[src/rtl/sir_codec_pkg.sv]
`timescale 1ns/1ps
package sir_codec_pkg;
    typedef enum logic [1:0] {
        TX_IDLE  = 2'd0,
        TX_PULSE = 2'd1,
        TX_GAP   = 2'd2
    } tx_state_t;

    typedef enum logic {
        RX_IDLE = 1'b0,
        RX_ZERO = 1'b1
    } rx_state_t;
endpackage

[src/rtl/sir_sync.sv]
`timescale 1ns/1ps
module sir_sync #(
    parameter int STAGES = 2
) (
    input  logic clk,
    input  logic rst_n,
    input  logic d_i,
    output logic q_o
);
    logic [STAGES-1:0] chain_q;

    generate
        if (STAGES == 1) begin : g_single
            always_ff @(posedge clk or negedge rst_n) begin
                if (!rst_n) chain_q <= '0;
                else        chain_q <= d_i;
            end
        end else begin : g_multi
            always_ff @(posedge clk or negedge rst_n) begin
                if (!rst_n) chain_q <= '0;
                else        chain_q <= {chain_q[STAGES-2:0], d_i};
            end
        end
    endgenerate

    assign q_o = chain_q[STAGES-1];
endmodule

[src/rtl/sir_pulse_encoder.sv]
`timescale 1ns/1ps
module sir_pulse_encoder
    import sir_codec_pkg::*;
#(
    parameter int OSR         = 16,
    parameter int PULSE_TICKS = 3
) (
    input  logic clk,
    input  logic rst_n,
    input  logic tick,
    input  logic active,
    input  logic nrz_i,
    output logic ir_o
);
    localparam int CNT_W = $clog2(OSR);
    localparam logic [CNT_W-1:0] PULSE_LAST  = CNT_W'(PULSE_TICKS - 1);
    localparam logic [CNT_W-1:0] PERIOD_LAST = CNT_W'(OSR - 1);

    tx_state_t        state_q, state_d;
    logic [CNT_W-1:0] cnt_q, cnt_d;

    always_comb begin
        state_d = state_q;
        cnt_d   = cnt_q;
        if (!active) begin
            state_d = TX_IDLE;
            cnt_d   = '0;
        end else if (tick) begin
            unique case (state_q)
                TX_IDLE: begin
                    if (!nrz_i) begin
                        state_d = TX_PULSE;
                        cnt_d   = '0;
                    end
                end
                TX_PULSE: begin
                    cnt_d = cnt_q + 1'b1;
                    if (cnt_q == PULSE_LAST) state_d = TX_GAP;
                end
                TX_GAP: begin
                    if (cnt_q == PERIOD_LAST) begin
                        cnt_d   = '0;
                        state_d = nrz_i ? TX_IDLE : TX_PULSE;
                    end else begin
                        cnt_d = cnt_q + 1'b1;
                    end
                end
                default: begin
                    state_d = TX_IDLE;
                    cnt_d   = '0;
                end
            endcase
        end
    end

    always_ff @(posedge clk or negedge rst_n) begin
        if (!rst_n) begin
            state_q <= TX_IDLE;
            cnt_q   <= '0;
        end else begin
            state_q <= state_d;
            cnt_q   <= cnt_d;
        end
    end

    always_comb begin
        ir_o = (state_q == TX_PULSE);
    end
endmodule

[src/rtl/sir_pulse_decoder.sv]
`timescale 1ns/1ps
module sir_pulse_decoder
    import sir_codec_pkg::*;
#(
    parameter int OSR = 16
) (
    input  logic clk,
    input  logic rst_n,
    input  logic tick,
    input  logic active,
    input  logic ir_s,
    output logic nrz_o
);
    localparam int CNT_W = $clog2(OSR);
    localparam logic [CNT_W-1:0] PERIOD_LAST = CNT_W'(OSR - 1);
    localparam logic [CNT_W-1:0] HALF        = CNT_W'(OSR / 2);

    rx_state_t        state_q, state_d;
    logic [CNT_W-1:0] cnt_q, cnt_d;
    logic             prev_q;
    logic             qual;

    // previous tick sample, cleared while inactive so an echo cannot qualify
    always_ff @(posedge clk or negedge rst_n) begin
        if (!rst_n)      prev_q <= 1'b0;
        else if (!active) prev_q <= 1'b0;
        else if (tick)   prev_q <= ir_s;
    end

    assign qual = ir_s && prev_q;

    always_comb begin
        state_d = state_q;
        cnt_d   = cnt_q;
        if (!active) begin
            state_d = RX_IDLE;
            cnt_d   = '0;
        end else if (tick) begin
            unique case (state_q)
                RX_IDLE: begin
                    if (qual) begin
                        state_d = RX_ZERO;
                        cnt_d   = '0;
                    end
                end
                RX_ZERO: begin
                    if (qual && (cnt_q >= HALF)) begin
                        cnt_d = '0;
                    end else if (cnt_q == PERIOD_LAST) begin
                        state_d = RX_IDLE;
                        cnt_d   = '0;
                    end else begin
                        cnt_d = cnt_q + 1'b1;
                    end
                end
                default: begin
                    state_d = RX_IDLE;
                    cnt_d   = '0;
                end
            endcase
        end
    end

    always_ff @(posedge clk or negedge rst_n) begin
        if (!rst_n) begin
            state_q <= RX_IDLE;
            cnt_q   <= '0;
        end else begin
            state_q <= state_d;
            cnt_q   <= cnt_d;
        end
    end

    always_comb begin
        nrz_o = (state_q != RX_ZERO);
    end
endmodule

[src/rtl/ir_sir_codec.sv]
`timescale 1ns/1ps
module ir_sir_codec #(
    parameter int OSR         = 16,
    parameter int PULSE_TICKS = 3,
    parameter int SYNC_STAGES = 2
) (
    input  logic clk,
    input  logic rst_n,
    input  logic tick16,
    input  logic enable,
    input  logic dir_tx,
    input  logic nrz_tx_i,
    output logic nrz_rx_o,
    output logic ir_tx_o,
    input  logic ir_rx_i
);
    logic tx_active;
    logic rx_active;
    logic ir_rx_s;

    assign tx_active = enable && dir_tx;
    assign rx_active = enable && !dir_tx;

    sir_sync #(.STAGES(SYNC_STAGES)) u_sync (
        .clk   (clk),
        .rst_n (rst_n),
        .d_i   (ir_rx_i),
        .q_o   (ir_rx_s)
    );

    sir_pulse_encoder #(.OSR(OSR), .PULSE_TICKS(PULSE_TICKS)) u_enc (
        .clk    (clk),
        .rst_n  (rst_n),
        .tick   (tick16),
        .active (tx_active),
        .nrz_i  (nrz_tx_i),
        .ir_o   (ir_tx_o)
    );

    sir_pulse_decoder #(.OSR(OSR)) u_dec (
        .clk    (clk),
        .rst_n  (rst_n),
        .tick   (tick16),
        .active (rx_active),
        .ir_s   (ir_rx_s),
        .nrz_o  (nrz_rx_o)
    );
endmodule

[config.mk]
export PLATFORM = sky130hd
export DESIGN_NAME = ir_sir_codec
export DESIGN_NICKNAME = d
export VERILOG_FILES = /design/src/rtl/sir_codec_pkg.sv /design/src/rtl/sir_sync.sv /design/src/rtl/sir_pulse_encoder.sv /design/src/rtl/sir_pulse_decoder.sv /design/src/rtl/ir_sir_codec.sv
export SDC_FILE = /design/constraint.sdc
export NUM_CORES = 1
export LEC_CHECK = 0
export ABC_AREA = 1
export BUFFER_PORTS_ARGS = -buffer_cell sky130_fd_sc_hd__clkbuf_2
export CORE_MARGIN = 2
export CORE_UTILIZATION = 50
export DETAILED_ROUTE_END_ITERATION = 16
export PLACE_DENSITY_LB_ADDON = 0.1
export SYNTH_ARGS = -nofsm -noshare
export SYNTH_HDL_FRONTEND = slang
export SYNTH_SLANG_ARGS = --single-unit
[constraint.sdc]
create_clock -name clk -period 1.5 [get_ports clk]
set_input_delay 0.15 -clock clk [delete_from_list [all_inputs] [get_ports clk]]
set_output_delay 0.15 -clock clk [all_outputs]
set_load 0.02 [all_outputs]
==> out/qor.txt, run 1 <==
cell mode on critical path: nand2_1
P&R area growth vs syn: 13.7%
DR vias/cell: 4.98
Clk pwr share: 33.1%
max incr delay on CP: 0.40 ns
Place WS: 0.172 ns
internal power: 591 µW
first-pass GRT wire length: 2860 µm
total grt overflow: 0
Max clock buf depth: 2
CP Class: flip-flop to flip-flop
die area: 2230 µm²
final period utilization: 89.8%
cell family with most CP delay: simple AND/OR/NAND/NOR gates
DP Wirelength: 1270 µm
final hold violations: 0
Critical Path RT: 1.66 ns
Avg Synthesized Cell Area: 7.65 µm²
met2 Use GR: 32.9%
Yosys warning count: 0
post-route non-filler standard cell count: 161
Die Y: 47.2 µm
IO buf count: 8
setup_tns: 0 ns
layout cells sized above 1: 22.1%
Netlist cell types: 19
clock skew: 0.000268 ns
total global-route track usage: 18.4%
fin crit period: 1.35 ns
Most Crowded Layer GR: met2
Num CTS Buffers: 3
Leak Pwr: 0.568 nW
Site Rows: 15
CTS sink count: 14
met1 track demand over resource: 22.0%
I/O Pins: 9
Mapped Cells: 122
Synth Register Bits: 14
sequential fraction of the synthesis area: 37.5%
CP startpoint kind: flip-flop
Root Buffer Master: clkbuf_4
Clock Latency Late Sink: 0.27 ns
Setup Viol. Count Final: 0
n_diodes: 0
Final GP Congestion: 0.821
sw power: 223 µW
final WL: 1600 µm
CP cell instances: inv_1, ha_1, nand2_1, nand2_1, nand2_2, nand3_2, nand2_1, o21ai_0
post-route setup slack: 0.153 ns
met3 Use GR: 2.31%
power share of the combinational group: 16.9%
maxcap violations: 0
Power Total: 814 µW
routed via count: 801
worst slew pin tran: 0.347 ns
CP max-delay cell: dfrtp_1
routed len/inst: 9.91 µm
RSZ-0062 raised after global routing: no
vias in the first global route: 730
Initial DRC Count: 10
worst min-delay path category: primary input to flip-flop
die width: 47.2 µm
TritonRoute pass-1 iters: 6
Slew Limit Fails: 0
crit path buf inv count: 1
# DRC: 0
VDD IR-drop max: 0.000553 V
post-synthesis cell area: 933 µm²
Arrival @ worst endpoint: 1.51 ns
endpoint type of the worst setup path: flip-flop
Layout Nets: 152
pwr/cell area: 767 nW/µm²
Max-slew headroom: 76.9%
largest net degree at the start of global routing: 15
CTS tree: built
Sw Ratio: 27.3%
crit path max fanout: 4
antenna viol nets, final: 0
initial antenna violation count: 0
synthesized net count: 137
status: finished, final reports clean
Initial Utilization: 53.5%
core area: 1750 µm²
fmax: 742 MHz
Flop pwr share: 50.0%
Clock transition at path regs: 0.08 ns
# placed instances: 155
H-tree depth: 1
-- routing by layer --
metal  share of wire [%]  wire, µm
met3                 1.3        21
met4                 1.7        27
met5                   0         0
met1                  47       751
met2                  50       795
-- path summary, 6_finish.rpt --
path	from	end	slack, ns	cells after the start
worst max-delay path	u_enc.state_q[0]	u_enc.state_q[1]	0.15	8
worst min-delay path	tick16	u_dec.prev_q	0.15	3
worst max register to register	u_enc.state_q[0]	u_enc.state_q[1]	0.15	8
worst min register to register	u_sync.chain_q[0]	u_sync.chain_q[1]	0.37	0
max in group asynchronous	rst_n	u_dec.cnt_q[2]	0.94	2
min in group asynchronous	rst_n	u_sync.chain_q[0]	0.30	2
-- state kept, by name (all words and copies together), names as in the netlist --
register	count
u_dec.cnt_q	4
u_enc.state_q	2
u_dec.state_q	1
u_enc.cnt_q	4
u_dec.prev_q	1
u_sync.chain_q	2
-- worst register-to-register path, stage by stage (launching register included) --
cell and delay [ns]:
dfrtp_1 0.40, inv_1 0.08, ha_1 0.21, nand2_1 0.06
nand2_1 0.11, nand2_2 0.13, nand3_2 0.11, nand2_1 0.07
o21ai_0 0.08
-- through the flow --
step	instance area [µm²]	utilization, %	hold slack, ns
after global routing	1060	60.8	0.168
after CTS	1060	60.8	0.133
after global placement	1000	57.6	0.0739
final	1060	60.8	0.150
after detailed placement	1000	57.6	0.0766
after floorplan	933	-	-0.146
-- cell type report --
class                           instances  area, µm²
Multi-Input combinational cell         87        504
Sequential cell                        14        350
Inverter                               21       78.8
Fill cell                             170        684
Timing Repair Buffer                   10       60.1
Clock buffer                            4       36.3
Tap cell                               25       31.3
-- Yosys cell counts --
| cell | instances | area, µm² |
|---|---|---|
| a21oi_1 | 2 | 10.0 |
| a21oi_2 | 1 | 8.76 |
| dfrtp_1 | 14 | 350 |
| ha_1 | 8 | 100 |
| inv_1 | 18 | 67.6 |
| inv_2 | 3 | 11.3 |
| nand2_1 | 31 | 116 |
| nand2_2 | 4 | 25.0 |
| nand2_4 | 2 | 22.5 |
| nand3_1 | 13 | 65.1 |
| nand3_2 | 2 | 20.0 |
| nand4_1 | 1 | 6.26 |
| nor2_1 | 9 | 33.8 |
| nor2_2 | 2 | 12.5 |
| nor2_4 | 2 | 22.5 |
| o21ai_0 | 6 | 30.0 |
| o21ai_1 | 1 | 5.00 |
| o21ai_2 | 2 | 17.5 |
| xor2_1 | 1 | 8.76 |
-- cells in the final DEF, fill, tap and decap left out --
master	synthesis	final
nand2_1	31	31
inv_1	18	18
dfrtp_1	14	14
nand3_1	13	13
nor2_1	9	9
ha_1	8	8
clkbuf_2	0	8
o21ai_0	6	6
nand2_2	4	4
inv_2	3	3
clkbuf_4	0	3
nand2_4	2	2
nor2_4	2	2
o21ai_2	2	2
a21oi_1	2	2
nor2_2	2	2
nand3_2	2	2
dlygate4sd3_1	0	2
a21oi_2	1	1
nand4_1	1	1
xor2_1	1	1
o21ai_1	1	1
clkbuf_8	0	1
-- power groups by stage --
stage                     clock network (mW)  registers (mW)  logic [mW]
after floorplan                            0           0.412      0.0996
after global placement                     0           0.414       0.134
after detailed placement                   0           0.415       0.134
after CTS                              0.284           0.407       0.139
after global routing                   0.299           0.411       0.157
final                                  0.269           0.407       0.138
-- timing repair --
action	in CTS	in global routing
buffers inserted	0	0
gates resized for setup	0	0
endpoints found under the hold margin	15	0
hold buffers	2	0
-- cell families (layout without fill, tap and decap cells) --
kind of cell / after synthesis / in the layout / share of synthesized area (%)
and+or+nand+nor: 66 / 66 / 34.7
AOI/OAI and AO/OA: 12 / 12 / 7.64
DFF: 14 / 14 / 37.5
adders and majority gates: 8 / 8 / 10.7
buffers and inverters: 21 / 35 / 8.44
xor gates and xnor gates: 1 / 1 / 0.939
Note: power is estimated with default switching activity, not from simulation.
==> run 2: changes to the inputs <==
Settings changed: CORE_UTILIZATION 50 to 56.
==> out/qor.txt, run 2 (same netlist as run 1, synthesis figures left out) <==
status: finished, final reports clean
final hold violations: 0 (unchanged)
reg2reg start: u_enc.state_q[0]
Worst Hold Slack: 0.165 ns (+0.0156 ns)
Place WS: 0.180 ns (+0.00779 ns)
Initial DRC Count: 12 (+2)
die width: 44.8 µm (-5.0%)
die area: 2010 µm² (-9.8%)
post-route non-filler standard cell count: 151 (-6.2%)
Num CTS Buffers: 3 (unchanged)
RSZ-0062 raised after global routing: no
final period utilization: 89.4% (-0.44 points)
CTS tree: built
DP Wirelength: 1230 µm (-2.9%)
Root Buffer Master: clkbuf_4
Slew Limit Fails: 0 (unchanged)
cell family with most CP delay: simple AND/OR/NAND/NOR gates
Setup Viol. Count Final: 0 (unchanged)
postcts setup bufs: 0 (unchanged)
DR vias/cell: 4.87 (-2.0%)
Critical Path RT: 1.66 ns (about the same)
Finished Cell Area: 1040 µm² (-2.4%)
Critical Path Stages: 8 (unchanged)
core area: 1540 µm² (-12%)
CTS sink count: 14 (unchanged)
crit path from: u_enc.state_q[0]
CP cell instances: inv_1, ha_1, nand2_1, nand2_1, nand2_2, nand3_2, nand2_1, o21ai_0
Worst Setup EP: u_enc.state_q[0]
cell mode on critical path: nand2_1
Clock Latency Late Sink: 0.27 ns (about the same)
post-layout util: 67.2% (+6.4 points)
routed via count: 736 (-8.1%)
endpoint type of the worst setup path: flip-flop
Reg2Reg Setup Slack: 0.16 ns (about the same)
worst min-delay path category: primary input to flip-flop
VDD IR-drop max: 0.000600 V (+8.4%)
cts hold-fix bufs: 2 (unchanged)
Reg area: 350 µm² (unchanged)
H-tree depth: 1 (unchanged)
Max clock buf depth: 2 (unchanged)
post-CTS sizing: 0 (unchanged)
most frequent cells in the layout: nand2_1 (31), inv_1 (18), dfrtp_1 (14)
fin crit period: 1.34 ns (-0.00659 ns)
Die Y: 44.8 µm (-5.0%)
Max-slew headroom: 76.9% (about the same)
P&R area growth vs syn: 11.0%
min-delay src: tick16
CP startpoint kind: flip-flop
Initial Utilization: 60.6% (+7.1 points)
FF-to-FF End: u_enc.state_q[0]
antenna viol nets, final: 0 (unchanged)
worst slew pin tran: 0.346 ns (-0.000795 ns)
I/O Pins: 9 (unchanged)
Arrival @ worst endpoint: 1.50 ns (about the same)
Fillers: 133 (-22%)
layout cells sized above 1: 21.5% (-0.58 points)
IO buf count: 8 (unchanged)
CP Class: flip-flop to flip-flop
placed cell areas: 993 µm² (-1.1%)
crit path max fanout: 4 (unchanged)
crit path buf inv count: 1 (unchanged)
CP max-delay cell: dfrtp_1
setup_tns: 0 ns (unchanged)
Leak Pwr: 0.561 nW (-1.3%)
post-route setup slack: 0.159 ns (+0.00659 ns)
Final GP Congestion: 0.833 (+1.4%)
max incr delay on CP: 0.40 ns (about the same)
n_diodes: 0 (unchanged)
Clock transition at path regs: 0.08 ns (about the same)
first-pass GRT wire length: 2660 µm (-7.0%)
total global-route track usage: 18.1% (-0.33 points)
clock skew: 0.00182 ns (+0.00156 ns)
multi-input gate area in the final layout: 504 µm² (unchanged)
initial antenna violation count: 0 (unchanged)
top flop regs: u_dec.cnt_q: 4 flops, u_enc.cnt_q: 4 flops
TritonRoute pass-1 iters: 3 (-3)
largest net degree at the start of global routing: 15 (unchanged)
total grt overflow: 0 (unchanged)
R2R cell count: 8 (unchanged)
commonest non-fill, non-tap cell in the layout: nand2_1
final WL: 1550 µm (-2.8%)
Layout Nets: 152 (unchanged)
Site Rows: 14 (-1)
Power Total: 754 µW (-7.4%)
maxcap violations: 0 (unchanged)
# DRC: 0 (unchanged)
pwr/cell area: 727 nW/µm² (-5.2%)
vias in the first global route: 642 (-12%)
# placed instances: 146 (-5.8%)
routed len/inst: 10.3 µm (+3.6%)
fmax: 746 MHz (+0.49%)
[run 2: changes by cell type in the layout (fill, tap and decap cells not counted), sizes merged]
cell and delta:
clkbuf -1
[run 2: routing by layer]
metal	global-route usage, %	share of wire [%]	up-vias
met5	0	0	-
met4	7.06	1.5	0
met3	2.40	1.9	4
met2	27.2	43	8
met1	26.5	54	320
li1	-	-	404
[run 2: where the power goes]
group          switching, mW  total [mW]  internal, mW  leakage (nW)
Combinational         0.0870       0.137        0.0500         0.358
Sequential            0.0141       0.408         0.394         0.189
Clock                  0.116       0.209        0.0929        0.0138
[run 2: how the worst min path moves through the flow]
| stage | end | slack, ns | cells past startpoint |
|---|---|---|---|
| after floorplan | u_dec.cnt_q[0] | -0.15 | 0 |
| after global placement | u_dec.cnt_q[0] | 0.07 | 1 |
| after detailed placement | u_dec.cnt_q[0] | 0.08 | 1 |
| after CTS | u_dec.prev_q | 0.16 | 3 |
| after global routing | u_dec.prev_q | 0.18 | 3 |
| final | u_dec.prev_q | 0.17 | 3 |
[run 2: cell type report]
class,instances,area share (%)
repair buffers,10,5.80
multi-input cells,87,48.7
inverters,21,7.61
flip-flops and latches,14,33.8
well taps,16,1.93
clock buffers,3,2.17
[run 2: worst reg2reg max path, stage by stage, from the launching register on]
cell,delay (ns)
dfrtp_1,0.40
inv_1,0.08
ha_1,0.21
nand2_1,0.06
nand2_1,0.10
nand2_2,0.12
nand3_2,0.11
nand2_1,0.07
o21ai_0,0.07
